`src/rtl/bar_dec_pkg.sv`:
```
package bar_dec_pkg;
    localparam int unsigned NUM_REGIONS = 7;
    localparam int unsigned ROM_IDX     = 6;
    localparam int unsigned IDX_W       = $clog2(NUM_REGIONS);
    localparam int unsigned CMD_DW      = 1;   // byte offset 0x04
    localparam int unsigned BAR_DW      = 4;   // byte offset 0x10
    localparam int unsigned ROM_DW      = 12;  // byte offset 0x30
    localparam logic [32:0] IO_LIMIT    = 33'h0_0001_0000;

    typedef logic [31:0] word_t;
    typedef enum logic { ST_IDLE, ST_SCAN } scan_state_e;

    function automatic word_t span_mask(input logic [4:0] lg);
        return (word_t'(1) << lg) - word_t'(1);
    endfunction

    function automatic int unsigned region_dword(input int unsigned i);
        return (i == ROM_IDX) ? ROM_DW : (BAR_DW + i);
    endfunction
endpackage

```
`src/rtl/bar_cfg_regs.sv`:
```
module bar_cfg_regs
    import bar_dec_pkg::*;
#(
    parameter int unsigned CFG_AW = 8,
    parameter logic [NUM_REGIONS-1:0][4:0] SIZE_LOG2 = '0
) (
    input  logic              clk,
    input  logic              rst_n,
    input  logic              wr_en,
    input  logic [CFG_AW-1:0] wr_addr,
    input  logic [3:0]        wr_be,
    input  logic [31:0]       wr_data,
    input  logic [CFG_AW-1:0] rd_addr,
    output logic [31:0]       rd_data,
    output logic [15:0]       cmd_q,
    output word_t             region_q [NUM_REGIONS],
    output logic              reval
);
    localparam int unsigned DW_W = CFG_AW - 2;

    logic [DW_W-1:0] wr_dw, rd_dw;
    logic            full_wr, cmd_touch;
    logic [NUM_REGIONS-1:0] region_sel;

    assign wr_dw     = wr_addr[CFG_AW-1:2];
    assign rd_dw     = rd_addr[CFG_AW-1:2];
    assign full_wr   = (wr_be == 4'hF);
    assign cmd_touch = wr_en && (32'(wr_dw) == CMD_DW) && (|wr_be[1:0]);
    assign reval     = cmd_touch || (wr_en && full_wr && (|region_sel));

    always_ff @(posedge clk) begin
        if (!rst_n) begin
            cmd_q <= '0;
        end else if (wr_en && (32'(wr_dw) == CMD_DW)) begin
            if (wr_be[0]) cmd_q[7:0]  <= wr_data[7:0];
            if (wr_be[1]) cmd_q[15:8] <= wr_data[15:8];
        end
    end

    for (genvar i = 0; i < NUM_REGIONS; i++) begin : g_reg
        localparam word_t KEEP = ~span_mask(SIZE_LOG2[i]) |
                                 ((i == ROM_IDX) ? word_t'(1) : word_t'(0));
        assign region_sel[i] = (32'(wr_dw) == region_dword(i));

        always_ff @(posedge clk) begin
            if (!rst_n) begin
                region_q[i] <= '0;
            end else if (wr_en && region_sel[i] && full_wr) begin
                region_q[i] <= wr_data & KEEP;
            end
        end


        partial_ignore_chk: assert property (@(posedge clk) disable iff (!rst_n)
            (wr_en && region_sel[i] && !full_wr) |=> $stable(region_q[i]));


        if (i != ROM_IDX) begin : g_align
            bar_align_chk: assert property (@(posedge clk) disable iff (!rst_n)
                (wr_en && region_sel[i] && full_wr) |=>
                    ((region_q[i] & span_mask(SIZE_LOG2[i])) == '0));
        end
    end

    always_comb begin
        rd_data = '0;
        if (32'(rd_dw) == CMD_DW) rd_data = {16'h0, cmd_q};
        for (int i = 0; i < NUM_REGIONS; i++) begin
            if (32'(rd_dw) == region_dword(i)) rd_data = region_q[i];
        end
    end
endmodule

```
`src/rtl/bar_scan_fsm.sv`:
```
module bar_scan_fsm
    import bar_dec_pkg::*;
#(
    parameter logic [NUM_REGIONS-1:0][4:0] SIZE_LOG2 = '0,
    parameter logic [NUM_REGIONS-1:0]      IO_VEC    = '0
) (
    input  logic                   clk,
    input  logic                   rst_n,
    input  logic                   reval,
    input  logic [15:0]            cmd,
    input  word_t                  region_word [NUM_REGIONS],
    output logic [NUM_REGIONS-1:0] mapped,
    output word_t                  base [NUM_REGIONS],
    output word_t                  last [NUM_REGIONS]
);
    scan_state_e      state_q, state_d;
    logic [IDX_W-1:0] idx_q, idx_d;

    // shared evaluator for the window under the scan pointer
    word_t       cur_word, cur_mask, cand_base;
    logic [32:0] cand_sum;
    logic        cur_io, cur_rom, space_en, rom_ok, io_ok, cand_ok;

    always_comb begin
        cur_word  = region_word[idx_q];
        cur_mask  = span_mask(SIZE_LOG2[idx_q]);
        cur_io    = IO_VEC[idx_q];
        cur_rom   = (32'(idx_q) == ROM_IDX);
        cand_base = cur_word & ~cur_mask;
        cand_sum  = {1'b0, cand_base} + {1'b0, cur_mask};
        space_en  = cur_io ? cmd[0] : cmd[1];
        rom_ok    = !cur_rom || cur_word[0];
        io_ok     = !cur_io || (cand_sum < IO_LIMIT);
        cand_ok   = space_en && rom_ok && io_ok &&
                    (cand_base != '0) && !cand_sum[32];
    end

    always_comb begin
        state_d = state_q;
        idx_d   = idx_q;
        unique case (state_q)
            ST_IDLE: begin
                if (reval) begin
                    state_d = ST_SCAN;
                    idx_d   = '0;
                end
            end
            ST_SCAN: begin
                if (reval) begin
                    idx_d = '0;
                end else if (32'(idx_q) == NUM_REGIONS - 1) begin
                    state_d = ST_IDLE;
                    idx_d   = '0;
                end else begin
                    idx_d = idx_q + 1'b1;
                end
            end
        endcase
    end

    always_ff @(posedge clk) begin
        if (!rst_n) begin
            state_q <= ST_IDLE;
            idx_q   <= '0;
        end else begin
            state_q <= state_d;
            idx_q   <= idx_d;
        end
    end

    always_ff @(posedge clk) begin
        if (!rst_n) begin
            mapped <= '0;
            for (int i = 0; i < NUM_REGIONS; i++) begin
                base[i] <= '0;
                last[i] <= '0;
            end
        end else if (state_q == ST_SCAN) begin
            mapped[idx_q] <= cand_ok;
            base[idx_q]   <= cand_base;
            last[idx_q]   <= cand_sum[31:0];
        end
    end


    scan_idx_chk: assert property (@(posedge clk) disable iff (!rst_n)
        (state_q == ST_SCAN) |-> (32'(idx_q) < NUM_REGIONS));

    for (genvar i = 0; i < NUM_REGIONS; i++) begin : g_chk

        zero_base_chk: assert property (@(posedge clk) disable iff (!rst_n)
            mapped[i] |-> (base[i] != '0));

        no_wrap_chk: assert property (@(posedge clk) disable iff (!rst_n)
            mapped[i] |-> (last[i] >= base[i]));

        if (IO_VEC[i]) begin : g_io
            io_limit_chk: assert property (@(posedge clk) disable iff (!rst_n)
                mapped[i] |-> ({1'b0, last[i]} < IO_LIMIT));
        end

        enable_chk: assert property (@(posedge clk) disable iff (!rst_n)
            (state_q == ST_IDLE && !reval && mapped[i]) |->
                (IO_VEC[i] ? cmd[0] : cmd[1]));
    end
endmodule

```
`src/rtl/bar_match.sv`:
```
module bar_match
    import bar_dec_pkg::*;
#(
    parameter logic [NUM_REGIONS-1:0] IO_VEC = '0
) (
    input  logic                   clk,
    input  logic                   rst_n,
    input  logic                   req_valid,
    input  logic                   req_is_io,
    input  word_t                  req_addr,
    input  logic [NUM_REGIONS-1:0] mapped,
    input  word_t                  base [NUM_REGIONS],
    input  word_t                  last [NUM_REGIONS],
    output logic [NUM_REGIONS-1:0] hit_q,
    output word_t                  offset_q
);
    logic [NUM_REGIONS-1:0] hit_d;
    word_t                  offset_d;

    for (genvar i = 0; i < NUM_REGIONS; i++) begin : g_cmp
        assign hit_d[i] = req_valid && mapped[i] && (req_is_io == IO_VEC[i]) &&
                          (req_addr >= base[i]) && (req_addr <= last[i]);
    end

    always_comb begin
        offset_d = '0;
        for (int i = NUM_REGIONS - 1; i >= 0; i--) begin
            if (hit_d[i]) offset_d = req_addr - base[i];
        end
    end

    always_ff @(posedge clk) begin
        if (!rst_n) begin
            hit_q    <= '0;
            offset_q <= '0;
        end else begin
            hit_q    <= hit_d;
            offset_q <= offset_d;
        end
    end


    hit_needs_req_chk: assert property (@(posedge clk) disable iff (!rst_n)
        (hit_q != '0) |-> $past(req_valid));

    miss_offset_chk: assert property (@(posedge clk) disable iff (!rst_n)
        (hit_q == '0) |-> (offset_q == '0));
endmodule

```
`src/rtl/bar_window_decoder.sv`:
```
module bar_window_decoder
    import bar_dec_pkg::*;
#(
    parameter int unsigned CFG_AW = 8,
    parameter logic [NUM_REGIONS-1:0][4:0] SIZE_LOG2 =
        {5'd16, 5'd16, 5'd4, 5'd8, 5'd20, 5'd12, 5'd4},
    parameter logic [NUM_REGIONS-2:0] BAR_IS_IO = 6'b001001
) (
    input  logic                   clk,
    input  logic                   rst_n,
    input  logic                   cfg_wr_en,
    input  logic [CFG_AW-1:0]      cfg_wr_addr,
    input  logic [3:0]             cfg_wr_be,
    input  logic [31:0]            cfg_wr_data,
    input  logic [CFG_AW-1:0]      cfg_rd_addr,
    output logic [31:0]            cfg_rd_data,
    input  logic                   req_valid,
    input  logic                   req_is_io,
    input  logic [31:0]            req_addr,
    output logic [NUM_REGIONS-1:0] hit_vec,
    output logic [31:0]            hit_offset,
    output logic [NUM_REGIONS-1:0] region_mapped
);
    localparam logic [NUM_REGIONS-1:0] IO_VEC = {1'b0, BAR_IS_IO};

    logic [15:0] cmd_q;
    logic        reval;
    word_t       region_q [NUM_REGIONS];
    word_t       dec_base [NUM_REGIONS];
    word_t       dec_last [NUM_REGIONS];

    bar_cfg_regs #(.CFG_AW(CFG_AW), .SIZE_LOG2(SIZE_LOG2)) u_regs (
        .clk(clk), .rst_n(rst_n),
        .wr_en(cfg_wr_en), .wr_addr(cfg_wr_addr), .wr_be(cfg_wr_be),
        .wr_data(cfg_wr_data), .rd_addr(cfg_rd_addr), .rd_data(cfg_rd_data),
        .cmd_q(cmd_q), .region_q(region_q), .reval(reval)
    );

    bar_scan_fsm #(.SIZE_LOG2(SIZE_LOG2), .IO_VEC(IO_VEC)) u_scan (
        .clk(clk), .rst_n(rst_n), .reval(reval), .cmd(cmd_q),
        .region_word(region_q), .mapped(region_mapped),
        .base(dec_base), .last(dec_last)
    );

    bar_match #(.IO_VEC(IO_VEC)) u_match (
        .clk(clk), .rst_n(rst_n), .req_valid(req_valid), .req_is_io(req_is_io),
        .req_addr(req_addr), .mapped(region_mapped), .base(dec_base),
        .last(dec_last), .hit_q(hit_vec), .offset_q(hit_offset)
    );
endmodule

```
`config.mk`:
```
export PLATFORM = sky130hd
export DESIGN_NAME = bar_window_decoder
export DESIGN_NICKNAME = d
export VERILOG_FILES = /design/src/rtl/bar_dec_pkg.sv /design/src/rtl/bar_cfg_regs.sv /design/src/rtl/bar_scan_fsm.sv /design/src/rtl/bar_match.sv /design/src/rtl/bar_window_decoder.sv
export SDC_FILE = /design/constraint.sdc
export NUM_CORES = 2
export LEC_CHECK = 0
export ABC_CLOCK_PERIOD_IN_PS = 7500
export BUFFER_PORTS_ARGS = -buffer_cell sky130_fd_sc_hd__buf_2
export CAP_MARGIN = 20
export CORE_ASPECT_RATIO = 1.25
export CORE_MARGIN = 3
export CORE_UTILIZATION = 41
export CTS_CLUSTER_DIAMETER = 100
export CTS_CLUSTER_SIZE = 16
export DETAILED_ROUTE_END_ITERATION = 8
export PLACE_DENSITY = 0.55
export SKIP_CTS_REPAIR_TIMING = 1
export SLEW_MARGIN = 5
export SYNTH_ARGS = -nofsm -noshare
export SYNTH_HDL_FRONTEND = slang
export SYNTH_SLANG_ARGS = --single-unit
```
`constraint.sdc`:
```
create_clock -name clk -period 7.5 [get_ports clk]
set_input_delay 0.375 -clock clk [delete_from_list [all_inputs] [get_ports clk]]
set_output_delay 0.375 -clock clk [all_outputs]
set_load 0.05 [all_outputs]
```
; After elaboration in Yosys (flattened, before gate mapping)
; Memories as Yosys holds them, arrays and structs flattened. A register that Yosys moved wholly into a read port is not among the register bits.
; Index checks and enable logic that the tools add are counted.
[classes]
n_mux = 40
magnitude_cmp = 19
add_sub_neg = 10
reduce_logical = 63
n_eq_ne = 19
n_bitwise = 5
n_shift = 1
[op_table]
columns = operator, n
row1 = 2-to-1 mux 32 bit, 17
row2 = bitwise mux 224 bit, 2
row3 = greater-or-equal comparator 32 bit, 7
row4 = <= comparator 32 bit, 7
row5 = subtractor 32 bit, 7
row6 = binary-select mux 32 bit (select 3 bit), 1
row7 = demux 32 bit (select 3 bit), 1
row8 = logical AND 1 bit, 52
row9 = == test 6 x 3 -> 1 bit (second input constant), 8
row10 = == test 6 x 4 -> 1 bit (second input constant), 6
row11 = adder 32 x 32 -> 33 bit, 1
row12 = < comparator 33 x 17 -> 1 bit (second input constant), 1
row13 = bitwise AND 32 bit, 1
row14 = inverter 32 bit, 1
row15 = nonzero test 32 bit, 1
row16 = left shift 1 x 5 -> 32 bit (first input constant), 1
row17 = subtractor 32 x 1 -> 32 bit (second input constant), 1
row18 = 2-to-1 mux 3 bit, 7
row19 = 2-to-1 mux 16 bit, 1
row20 = == test 6 x 1 -> 1 bit (second input constant), 2
row21 = bitwise mux 7 bit, 1
row22 = OR reduction 7 bit, 1
row23 = 2-to-1 mux 1 bit, 6
row24 = one-hot mux 3 bit (2 select lines), 1
row25 = 17 further kinds, 23
[totals]
memories = 2
ff_bits = 659
wordCells = 187
input_bits = 89
mem_bits_ro = 48
out_inout_bits = 78
[mem_list]
columns = memory, depth, width, rd, rd_ports_with_merged_regs, wr, line_no
row1 = (no name shown), 8, 5, 1, 1, 0, bar_scan_fsm.sv:26  ; cur_mask = span_mask(SIZE_LOG2[idx_q]);
row2 = (no name shown), 8, 1, 1, 1, 0, bar_scan_fsm.sv:27  ; cur_io = IO_VEC[idx_q];

; Longest topological paths before layout
[logic_depth]
depth_word = 13
depth_mapped = 15
ltp_nobuf = 13

; By module
; Synthesis repeated with hierarchy kept, for this count alone.
[hier_totals]
hier_cells = 6100
hier_area_um2 = 47670.7
[modules_own_cells]
columns = mod, cells_per_inst, seq_area_each_um2, area_per_inst_um2, n_inst
row1 = bar_match, 2937, 780.7, 20339.5, 1
row2 = bar_scan_fsm, 2334, 9268.9, 19906.6, 1
row3 = bar_cfg_regs, 829, 3223.1, 7424.6, 1

; Least setup slack after synthesis
; Ideal clock, no wire load.
[synth_timing]
kind = input -> register
start = input port req_addr[0]
end = register u_match.offset_q[26]
arrival_time_ns = 3.514
setup_ns = 0.115
setup_slack_ns = 3.872
n_path_buf = 0
required_time_ns = 7.385
stages = 13
cell_sequence = inv_1 ha_1 ha_1 or3b_1 a221oi_2 a21oi_1 a31o_2 a21oi_2 a311oi_4 nand2b_1 a211o_1 a221o_1 o21a_1
[synth_between]
elab_chain_len = 10
elab_cells_between_ends = 42
cone_classes = add/sub (7) / order compare (14) / mux (7) / reduce/logical (14)
[synth_lines]
columns = item, line_no
row1 = "start, declared", bar_window_decoder.sv:19  ; input logic [31:0] req_addr,
row2 = greater-or-equal comparator 32 bit, bar_match.sv:22  ; (req_addr >= base[i]) && (req_addr <= last[i]);
row3 = logical AND 1 bit, bar_match.sv:21  ; assign hit_d[i] = req_valid && mapped[i] && (req_is_io == IO_VEC[i]) &&
row4 = logical AND 1 bit, bar_match.sv:22
row5 = 2-to-1 mux 32 bit (6 in a row), bar_match.sv:28  ; if (hit_d[i]) offset_d = req_addr - base[i];
row6 = 2-to-1 mux 32 bit (*), bar_match.sv:28
row7 = "end signal, assigned", bar_match.sv:38  ; offset_q <= offset_d;
row8 = "end, declared", bar_match.sv:15  ; output word_t offset_q
; Mark *: on every way between the ends. The rest lies on a longest branch, timed or not.
; A chain may end at the register's enable or synchronous reset.

; Final worst setup path
[layout_timing]
start = input port req_addr[0]
end = register u_match.offset_q[29]
; Same word-level chain as after synthesis.

==> impl_table.tex <==
\begin{tabular}{lr}
\hline
Metric & Value \\
\hline
\multicolumn{2}{l}{\textbf{Floorplan}} \\
Number of I/O pins & between 150 and 200 \\
Core area & 0.101 mm\^{}2 \\
Initial core utilization & 41.6\% \\
Total die area & about 0.11 mm\^{}2 \\
Horizontal die dimension & 293 um \\
Die height & 365 um \\
Standard-cell rows & 130 \\
\multicolumn{2}{l}{\textbf{Critical path}} \\
CP Capture Type & flop \\
Worst path arrival time & 5.63 ns \\
Max Fanout on Critical Path & 22 \\
CP delay by family, top & compound AO/OA/AOI/OAI gates \\
Critical path start-end classification & input pin to flop \\
Cell chain of the critical path & buf\_2 -> inv\_1 -> ha\_1 -> ha\_1 -> or3b\_1 -> a221oi\_2 -> a21oi\_1 -> a31o\_2 -> a21oi\_2 -> a311oi\_4 -> buf\_4 -> nand2b\_1 -> a41o\_1 -> nor4\_1 -> buf\_4 -> o22ai\_1 \\
Critical path startpoint category & input pin \\
Maximum cell stage delay along the critical path & 0.63 ns \\
Critical-path cell with the highest stage delay & sky130\_fd\_sc\_hd\_\_inv\_1 \\
Req. time, crit path & 8.00 ns \\
Buffers \& Inverters on Critical Path & 4 \\
\multicolumn{2}{l}{\textbf{Placement}} \\
Placer Congestion & 0.974 \\
Count of buffers from port buffering & 162 \\
Hpwl dp & 126000 um \\
Post-placement cell area & 0.0444 mm\^{}2 \\
\multicolumn{2}{l}{\textbf{STA}} \\
Portion of the clock cycle consumed by the worst path in the final layout & between 60\% and 70\% \\
Unrepaired setup endpoints after global routing & false \\
Final Hold Vio Count & 5 \\
Worst hold-check slack & -0.0108 ns \\
Final count of negative-setup-slack endpoints & 0 \\
Min Tclk post-route & 5.13 ns \\
Highest clock rate & 195 MHz \\
Setup TNS after final layout & 0 ns \\
Headroom to the max-slew limit & 14.7\% \\
Post-route clock skew & 0.0353 ns \\
Final Slew Violations & 0 \\
Tightest Pin Transition & 1.28 ns \\
\multicolumn{2}{l}{\textbf{Pwr}} \\
Sw Ratio & between 30\% and 40\% \\
Leakage Power & $\sim$16 nW \\
Combinational power share & 16.3\% \\
Fraction of power consumed by the clock network & 35.6\% \\
Sw Pwr & 0.00211 W \\
Areal power density over the cells & 152 mW/mm\^{}2 \\
Maximum ir drop on the vdd rail & $\sim$0.17 mV \\
Internal & 0.00482 W \\
Share of total power in sequential cells & 48.1\% \\
\multicolumn{2}{l}{\textbf{Route}} \\
WL per Instance & roughly 25 um \\
Via count & just over 40000 \\
Number of iterations in the first detailed-routing pass & 5 \\
WL final & roughly 170000 um \\
Number of DRC markers after the initial detailed-route iteration & $\sim$3600 \\
Final antenna-violating net count & 0 \\
Post-detailed-route DRC marker count & 0 \\
Vias per inst & a little under 6 \\
\multicolumn{2}{l}{\textbf{Clock network}} \\
Clock tree from TritonCTS & built \\
Clock transition at the registers of the reported paths & 0.08 ns \\
Level count of the clock H-tree & 2 \\
Maximum clock insertion buffer count & 3 \\
Clock insertion delay at the later pin of the skew report & between 0.6 and 0.7 ns \\
TritonCTS sink count & about 630 \\
Root Buffer Master & sky130\_fd\_sc\_hd\_\_clkbuf\_16 \\
Number of buffers created by CTS & 46 \\
\multicolumn{2}{l}{\textbf{Global routing}} \\
Overall track demand over capacity in global routing & 31.4\% \\
Antenna violations before repair & 10 \\
Met3 layer usage reported by global route & under 10\% \\
Most Crowded Layer GR & met2 \\
Global-route wire length before repair & 250000 um \\
Pin count of the biggest net entering global routing & 211 \\
Number of global-route vias before repair & 37600 \\
Routing usage on met2 & between 50\% and 60\% \\
Remaining global-route overflow & 0 \\
Met1 usage & 38.3\% \\
\multicolumn{2}{l}{\textbf{Layout}} \\
Final Instance Area & 0.0457 mm\^{}2 \\
Share of layout cells above drive strength 1 & 8.20\% \\
Area grow syn2layout & 8.41\% \\
Net count reported at finish & 6063 \\
\multicolumn{2}{l}{\textbf{Synth}} \\
Post-synthesis average cell area & 7.66 um\^{}2 \\
Nets in the synthesized netlist & 6040 \\
Predominant post-synthesis flop cell & sky130\_fd\_sc\_hd\_\_dfxtp\_1 \\
Cell type contributing the most total cell area after synthesis & sky130\_fd\_sc\_hd\_\_dfxtp\_1 \\
Synth Warn \# & 0 \\
Count of distinct cell types in the synthesized netlist & 102 \\
Ys async rst share & 0\% \\
Count leader, synth & sky130\_fd\_sc\_hd\_\_nand2\_1 \\
Netlist area before placement & between 0.04 and 0.05 mm\^{}2 \\
Most frequent cells after synthesis & sky130\_fd\_sc\_hd\_\_nand2\_1, sky130\_fd\_sc\_hd\_\_a21oi\_1, sky130\_fd\_sc\_hd\_\_dfxtp\_1, sky130\_fd\_sc\_hd\_\_nor2\_1, sky130\_fd\_sc\_hd\_\_inv\_1 \\
Flops \& latches, synth & 628 \\
Synthesized instance count & 5507 \\
Number of enable-type register cells in the synthesized netlist & 0 \\
Post-synthesis sequential area ratio & 29.8\% \\
Leading cell types by total area after synthesis & sky130\_fd\_sc\_hd\_\_dfxtp\_1, sky130\_fd\_sc\_hd\_\_ha\_1, sky130\_fd\_sc\_hd\_\_a21oi\_1 \\
Top cell type's share of synthesized area & 29.8\% \\
\multicolumn{2}{l}{\textbf{Worst hold path}} \\
Tightest Hold Check Type & input pin to flop \\
\multicolumn{2}{l}{\textbf{Job}} \\
Maximum capacitance violations & 0 \\
\multicolumn{2}{l}{\textbf{Status}} \\
Failing checks & negative hold slack \\
Result of the run & finished with violations \\
\hline
\end{tabular}
-- worst min-delay path, cell delays in order --
cell and delay [ns]:
sky130_fd_sc_hd__buf_2 0.13, sky130_fd_sc_hd__nand2_1 0.05, sky130_fd_sc_hd__a21oi_1 0.05
-- registers in the layout (all words and copies together) (netlist names), named ones only --
name,flops
u_scan.last,210
u_scan.base,203
u_regs.region_q,145
u_match.offset_q,32
u_regs.cmd_q,16
u_match.hit_q,7
u_scan.mapped,7
u_scan.idx_q,3
u_scan.cur_io,1
u_scan.state_q,1
-- routing by layer --
layer	vias up	wire [um]
met5	-	46
met3	359	9550
met2	1364	81700
met4	8	11300
li1	19400	-
met1	19300	70500
-- layout make-up --
cell class,count,area (um^2)
clock buffer,46,1150
antenna,5,12.5
fill,10500,55600
sequential,628,12600
clock inverter,8,97.6
inverter,480,1810
multi-input combinational,4105,26700
timing repair buffer,269,1680
tap,1320,1650
-- layout by cell type, fill, tap and decap left out, types with 23 or more instances in the layout --
cell	Yosys	routed
sky130_fd_sc_hd__o221ai_1	23	23
sky130_fd_sc_hd__o22ai_1	27	27
sky130_fd_sc_hd__dfxtp_1	628	625
sky130_fd_sc_hd__ha_1	444	444
sky130_fd_sc_hd__inv_1	478	478
sky130_fd_sc_hd__a211oi_1	185	185
sky130_fd_sc_hd__mux2i_1	63	63
sky130_fd_sc_hd__a22oi_1	56	56
sky130_fd_sc_hd__xnor2_1	112	112
sky130_fd_sc_hd__a21o_1	131	131
sky130_fd_sc_hd__a221oi_1	23	23
sky130_fd_sc_hd__nand2_1	728	726
sky130_fd_sc_hd__nor2_1	515	504
sky130_fd_sc_hd__nand3_1	85	82
sky130_fd_sc_hd__o211ai_1	30	30
sky130_fd_sc_hd__and3_1	36	35
sky130_fd_sc_hd__or2_2	25	25
sky130_fd_sc_hd__a21oi_1	652	652
sky130_fd_sc_hd__nor2b_1	34	31
sky130_fd_sc_hd__o21bai_1	25	25
sky130_fd_sc_hd__buf_4	5	95
sky130_fd_sc_hd__xor2_1	62	62
sky130_fd_sc_hd__nand4_1	94	94
sky130_fd_sc_hd__buf_2	35	162
sky130_fd_sc_hd__clkbuf_16	0	46
sky130_fd_sc_hd__nor3_1	115	113
sky130_fd_sc_hd__o21a_1	38	38
sky130_fd_sc_hd__o21ai_0	190	190
sky130_fd_sc_hd__a31oi_1	41	41
-- logic make-up after synthesis --
family,Yosys count,share of synthesized area [%]
xor+xnor,174,3.61
buf+inv,774,7.06
fa+ha+maj,444,13.2
mux,104,3.18
compound gates,1615,24.5
simple gates,1768,18.6
flops,628,29.8
-- power groups by stage --
stage | Combinational [W] | Sequential [W] | Clock, W
6_report | 0.00113 | 0.00334 | 0.00246
3_3_place_gp | 0.00110 | 0.00342 | 0
3_5_place_dp | 0.00110 | 0.00342 | 0
4_1_cts | 0.00111 | 0.00334 | 0.00252
5_1_grt | 0.00122 | 0.00334 | 0.00260
2_1_floorplan | 0.000684 | 0.00342 | 0
-- final timing paths --
path                   startpoint                   end  slack [ns]  depth (start not counted)
hold / removal     cfg_wr_data[9]  u_regs.region_q[201]       -0.01                          3
setup reg to reg  u_scan.last[62]  u_match.offset_q[18]        2.52                         13
setup / recovery      req_addr[0]  u_match.offset_q[29]        2.37                         16
hold reg to reg   u_scan.base[39]       u_scan.base[39]        0.45                          2
-- per-stage QoR --
step	setup slack [ns]	hold slack (ns)	util [%]	std cells	total power [W]
after floorplan	3.87	0.428	-	5507	0.00410
after detailed placement	1.78	0.441	43.8	6793	0.00452
after global routing	2.30	0.00116	45.1	6858	0.00716
after global placement	1.81	0.435	43.7	6791	0.00451
final	2.37	-0.0108	45.1	6861	0.00693
after CTS	2.46	-0.0826	45.0	6847	0.00697
Note: power is estimated with default switching activity, not from simulation.
